===== src/rtl/dr_completion_pkg.sv =====
package dr_completion_pkg;

  // Number of signals left after lv levels of RADIX-way merging
  function automatic int level_width(input int n, input int r, input int lv);
    int w;
    w = n;
    for (int i = 0; i < lv; i++) w = (w + r - 1) / r;
    return w;
  endfunction

  // Levels needed to merge n signals into one (at least one register level)
  function automatic int tree_depth(input int n, input int r);
    int w;
    int d;
    w = n;
    d = 0;
    while (w > 1) begin
      w = (w + r - 1) / r;
      d++;
    end
    if (d == 0) d = 1;
    return d;
  endfunction

endpackage


===== src/rtl/dr_presence.sv =====
module dr_presence #(
  parameter int N            = 8,
  parameter bit STRICT_CODES = 1'b1
) (
  input  logic           clk,
  input  logic           rst,
  input  logic [2*N-1:0] rails,
  output logic [N-1:0]   present
);

  for (genvar b = 0; b < N; b++) begin : g_bit
    // either rail marks the bit present; R7: 11 also counts as present
    assign present[b] = rails[2*b] | rails[2*b+1];

    if (STRICT_CODES) begin : g_strict
      p_legal_code_r7 : assert property (@(posedge clk) disable iff (rst)
        !(rails[2*b] && rails[2*b+1]))
        else $error("bit %0d carries both rails high", b);
    end
  end

endmodule


===== src/rtl/dr_celem.sv =====
module dr_celem #(
  parameter int W = 2
) (
  input  logic         clk,
  input  logic         rst,
  input  logic [W-1:0] in,
  output logic         q
);

  always_ff @(posedge clk) begin
    if (rst)          q <= 1'b0;
    else if (&in)     q <= 1'b1;
    else if (!(|in))  q <= 1'b0;
  end

  p_set_all_high_r2 : assert property (@(posedge clk) disable iff (rst)
    (&in) |=> q);

  p_clear_all_low_r3 : assert property (@(posedge clk) disable iff (rst)
    (!(|in)) |=> !q);

  p_hold_mixed_r4 : assert property (@(posedge clk) disable iff (rst)
    ((|in) && !(&in)) |=> $stable(q));

  p_reset_clears_r6 : assert property (@(posedge clk)
    rst |=> !q);

endmodule


===== src/rtl/dr_ctree.sv =====
module dr_ctree
  import dr_completion_pkg::*;
#(
  parameter int N     = 8,
  parameter int RADIX = 2
) (
  input  logic         clk,
  input  logic         rst,
  input  logic [N-1:0] leaves,
  output logic         root
);

  localparam int DEPTH = tree_depth(N, RADIX);

  logic [DEPTH:0][N-1:0] stage;

  assign stage[0] = leaves;

  for (genvar lv = 0; lv < DEPTH; lv++) begin : g_level
    localparam int IN_CNT  = level_width(N, RADIX, lv);
    localparam int OUT_CNT = level_width(N, RADIX, lv + 1);

    for (genvar nd = 0; nd < N; nd++) begin : g_node
      if (nd < OUT_CNT) begin : g_used
        logic [RADIX-1:0] grp;
        for (genvar k = 0; k < RADIX; k++) begin : g_in
          localparam int SRC = nd * RADIX + k;
          // missing inputs repeat a real one, which leaves the C rule unchanged
          if (SRC < IN_CNT) begin : g_real
            assign grp[k] = stage[lv][SRC];
          end else begin : g_pad
            assign grp[k] = stage[lv][nd * RADIX];
          end
        end
        dr_celem #(.W(RADIX)) u_c (
          .clk (clk),
          .rst (rst),
          .in  (grp),
          .q   (stage[lv+1][nd])
        );
      end else begin : g_idle
        assign stage[lv+1][nd] = 1'b0;
      end
    end
  end

  assign root = stage[DEPTH][0];

endmodule


===== src/rtl/dr_completion_top.sv =====
module dr_completion_top #(
  parameter int N            = 8,
  parameter int RADIX        = 2,
  parameter bit STRICT_CODES = 1'b1
) (
  input  logic           clk,
  input  logic           rst,
  input  logic [2*N-1:0] rails,
  output logic           done
);

  logic [N-1:0] present;

  initial begin
    assert (RADIX == 2 || RADIX == 4) else $error("RADIX must be 2 or 4 (R8)");
    assert (N >= 1) else $error("N must be positive");
  end

  dr_presence #(.N(N), .STRICT_CODES(STRICT_CODES)) u_pres (
    .clk     (clk),
    .rst     (rst),
    .rails   (rails),
    .present (present)
  );

  dr_ctree #(.N(N), .RADIX(RADIX)) u_tree (
    .clk    (clk),
    .rst    (rst),
    .leaves (present),
    .root   (done)
  );

  p_done_reset_r6 : assert property (@(posedge clk)
    rst |=> !done);

endmodule


===== config.mk =====
export PLATFORM = sky130hd
export DESIGN_NAME = dr_completion_top
export DESIGN_NICKNAME = d
export VERILOG_FILES = /design/src/rtl/dr_completion_pkg.sv /design/src/rtl/dr_presence.sv /design/src/rtl/dr_celem.sv /design/src/rtl/dr_ctree.sv /design/src/rtl/dr_completion_top.sv
export SDC_FILE = /design/constraint.sdc
export NUM_CORES = 1
export LEC_CHECK = 0
export ABC_CLOCK_PERIOD_IN_PS = 1300
export BUFFER_PORTS_ARGS = -buffer_cell sky130_fd_sc_hd__buf_4
export CAP_MARGIN = 25
export CORE_AREA = 3 3 40 42
export CTS_BUF_LIST = sky130_fd_sc_hd__clkbuf_8
export DETAILED_ROUTE_END_ITERATION = 16
export DIE_AREA = 0 0 43 45
export SLEW_MARGIN = 40
export SYNTH_ARGS = -nofsm -noshare
export SYNTH_HDL_FRONTEND = slang
export SYNTH_SLANG_ARGS = --single-unit

===== constraint.sdc =====
create_clock -name clk -period 1.3 [get_ports clk]
set_input_delay 0.13 -clock clk [delete_from_list [all_inputs] [get_ports clk]]
set_output_delay 0.13 -clock clk [all_outputs]
set_load 0.005 [all_outputs]

* Word-level counts from Yosys, hierarchy flattened
Index checks and enable logic that the tools add are counted. W data, S select, Z words.
Operators by class: equality and inequality tests 7, reduce and logical (&&, ||, !) cells 14, muxes and demuxes 14, bitwise logic cells 8
Operators with widths (count):
- $mux W1 | 14
- $ne A2 B2 Y1 const B | 7
- $reduce_and A2 Y1 | 7
- $reduce_or A2 Y1 | 7
- $or A1 B1 Y1 | 8
Storage, ports and cells: word-level logic and storage cells 50, bits of input ports 18, bits in registers 7

* Depth between registers and ports, before layout
depth in word-level cells 4, mapped depth 4, gate-level depth less buffers 4

* By module
A second synthesis with hierarchy kept.
Unflattened totals: cells, all modules 36, area, all modules 374.1 µm²
By module, submodules not included:
- dr_celem | area each 46.3 µm², times used 7, cells an instance 4
- dr_presence | area each 50.0 µm², times used 1, cells an instance 8

* Worst setup path before layout
OpenSTA, ideal clock, no wires.
path type input port to flip-flop, start input rails[1], end register u_tree.g_level[0].g_node[0].g_used.u_c.q, arrival 0.833 ns, library setup time 0.114 ns, setup slack 0.352 ns, buffers on the path 0, stages 4, path through or2_1 -> ha_1 -> mux2i_1 -> nor2_1
On the way: longest elaborated chain between the ends 3
RTL lines:
- from (decl) | RTL line dr_completion_top.sv:8 | input logic [2*N-1:0] rails,
- $or A1 B1 Y1 * | RTL line dr_presence.sv:13 | assign present[b] = rails[2*b] | rails[2*b+1];
- $reduce_and A2 Y1 / $reduce_or A2 Y1 (equally long branches) | RTL line dr_celem.sv:12, dr_celem.sv:13
- $ne A2 B2 Y1 (no line) / $mux W1 (equally long branches)
- to (signal assigned) | RTL line dr_celem.sv:11 | if (rst) q <= 1'b0;
- to (signal assigned) | RTL line dr_celem.sv:12 | else if (&in) q <= 1'b1;
- to (signal assigned) | RTL line dr_celem.sv:13 | else if (!(|in)) q <= 1'b0;
- to (decl) | RTL line dr_celem.sv:7 | output logic q
Every way passes the cells marked *; elsewhere a longest branch is shown, timed or not. A chain may end at the register's enable or synchronous reset.

* Final worst setup path
start register u_tree.g_level[0].g_node[2].g_used.u_c.q, end register u_tree.g_level[1].g_node[1].g_used.u_c.q
On the way: longest elaborated chain between the ends 2
RTL lines (RTL line):
- from (decl) | dr_celem.sv:7
- from (signal assigned) | dr_celem.sv:11
- from (signal assigned) | dr_celem.sv:12
- from (signal assigned) | dr_celem.sv:13
- $reduce_and A2 Y1 / $reduce_or A2 Y1 (equally long branches) | dr_celem.sv:12, dr_celem.sv:13
- $ne A2 B2 Y1 (no line) / $mux W1 (equally long branches)
- to (signal assigned) | dr_celem.sv:11
- to (signal assigned) | dr_celem.sv:12
- to (signal assigned) | dr_celem.sv:13
- to (decl) | dr_celem.sv:7
Parallel ways exist; a longest one is shown, timed or not.

==> summary.txt <==
Via count - 295
Die area - 1940 um2
Yosys warnings - 0
Critical path class - flop to flop
DRT iter0 DRCs - 0
Number of flip-flops in the largest register - 7
Sw power - 0.000124 W
Core box area - 1280 um2
Min Tclk post-route - 0.920 ns
Setup Buffers After CTS - 0
Clock Skews - 0.000350 ns
# port buffers - 18
HP Class - input port to flop
Fmax - 1.09 GHz
Max transition margin - 91.5%
Largest Register - u_tree.g_level.g_node.g_used.u_c.q
Finished Core Util - 44.6%
Fraction of layout instances using a drive strength above 1 - 36.2%
Max FO, Critical Path - 2
Initial DRT Pass Iterations - 1
Starting Density - 29.1%
WL final - 684 um
Dpl hpwl - 561 um
CTS H-tree depth - 1
Final Max Tran Viols - 0
Area delta synth->final - 53.2%
Initial antenna violation count - 0
Clock tree buffer depth - 2
Combinational share of power - 16.0%
Total GRT Usage - 8.26%
DRC errors left - 0
Pint - 0.000501 W
First-pass GRT wire length - 1170 um
Crit share post-route - 70.8%
Critical Path End Type - flop
Total CTS buffers - 3
Synth area leader - dfxtp_1
RSZ-0062 raised after global routing - false
Resized Gates After CTS - 0
Peak VDD IR - 0.000783 V
Total negative slack - 0 ns
Final Wtd Congestion - 0.663
Status - completed
Most common cell after layout, fill and taps aside - buf_4
Gr ovfl total - 0
# diodes - 0
Seq/Total Area, Yosys - 37.5%
Setup violators final - 0
Min Hold Slack - 0.128 ns
CTS Hold Bufs - 0
Avg Vias per Cell - 4.04
Least-Margin Pin Slew - 0.124 ns
CTS tree - built
Top cell type's share of synthesized area - 37.5%
Syn nets - 61
Antenna-violating nets left - 0
Rows - 13
Num Clock Sinks - 7
CP Data Required Time - 1.41 ns
Hold path depth - 2
Pwr Density - 1090 nW/um2
Root Driver - clkbuf_8
Synth cell types - 5
Most area-consuming cells after synthesis - dfxtp_1, ha_1, mux2i_1
Die width - 43 um
Largest net degree at the start of global routing - 8
Sequential share of power - 37.8%
Syn Area/Cell - 10.4 um2
Cell area after synthesis - 374 um2
Final net count - 84
Die Ht - 45 um
Boundary pin count - 19
Clock network fraction of design power - 46.2%
Biggest regs - u_tree.g_level.g_node.g_used.u_c.q (7)
Vias in the first global route - 294
Synthesized flop and latch total - 7
Max Cap Viol - 0
Worst setup SP type - flop
Final hold violations - 0
FF-to-FF path depth - 3
Clock-pin slew on the worst setup and hold paths - 0.04 ns
Routed WL per cell - 9.37 um
Commonest non-fill, non-tap cells in the layout - buf_4, or2_1
Switching portion of total power - 19.9%
Power Total - 0.000625 W
Worst skew pair latency - 0.22 ns
Critical path arrival - 1.03 ns
Syn Inst Count - 36
Leak - 0.286 nW
[logic make-up (layout without fill, tap and decap cells)]
kind of cell | Yosys count | after routing | share of synthesized area, %
adder cells (fa/ha/maj) | 7 | 7 | 23.4
buffers and inverters | 0 | 22 | 0
flip-flops | 7 | 7 | 37.5
AND/OR/NAND/NOR | 15 | 15 | 20.4
multiplexers | 7 | 7 | 18.7
[cells in the mapped netlist, drive strengths merged]
| library cell | n |
|---|---|
| nor2 | 7 |
| mux2i | 7 |
| ha | 7 |
| dfxtp | 7 |
| or2 | 8 |
[layout make-up]
cell class,count,area [um2]
fillers,128,712
clock buffers,3,41.3
well taps,15,18.8
clock inverters,1,3.75
repair buffers,18,135
flip-flops and latches,7,140
multi-input cells,29,234
[worst paths after layout]
check / from / end / slack (ns)
worst max register to register: u_tree.g_level[0].g_node[2].g_used.u_c.q / u_tree.g_level[1].g_node[1].g_used.u_c.q / 0.38
worst min register to register: u_tree.g_level[0].g_node[1].g_used.u_c.q / u_tree.g_level[0].g_node[1].g_used.u_c.q / 0.50
worst max-delay path: u_tree.g_level[0].g_node[2].g_used.u_c.q / u_tree.g_level[1].g_node[1].g_used.u_c.q / 0.38
worst min-delay path: rst / u_tree.g_level[1].g_node[0].g_used.u_c.q / 0.13
[critical path, stage by stage, from the launching register on]
cell     delay [ns]
dfxtp_1        0.31
ha_1           0.28
mux2i_1        0.17
nor2_1         0.05
[power groups by stage]
stage / clock, W / sequential, W / combinational [W]
after floorplan: 0 / 0.000238 / 0.0000556
after global placement: 0 / 0.000240 / 0.0000993
after detailed placement: 0 / 0.000240 / 0.000101
after CTS: 0.000300 / 0.000237 / 0.000102
after global routing: 0.000316 / 0.000238 / 0.000114
final: 0.000289 / 0.000237 / 0.0000998
[per-stage QoR]
stage	setup slack (ns)	std cells	area (um2)
4_1_cts	0.370	73	573
6_report	0.380	73	573
3_5_place_dp	0.200	69	528
3_3_place_gp	0.218	69	528
2_1_floorplan	0.352	36	374
5_1_grt	0.306	73	573
[metal layers]
layer | wire length [um] | global-route usage [%] | vias to the layer above
met4 | 0 | 3.61 | 0
met5 | 0 | 0 | -
li1 | - | - | 167
met2 | 311 | 12.0 | 10
met1 | 299 | 9.95 | 118
met3 | 72 | 4.78 | 0
No activity file was read; power rests on OpenSTA's default activity.
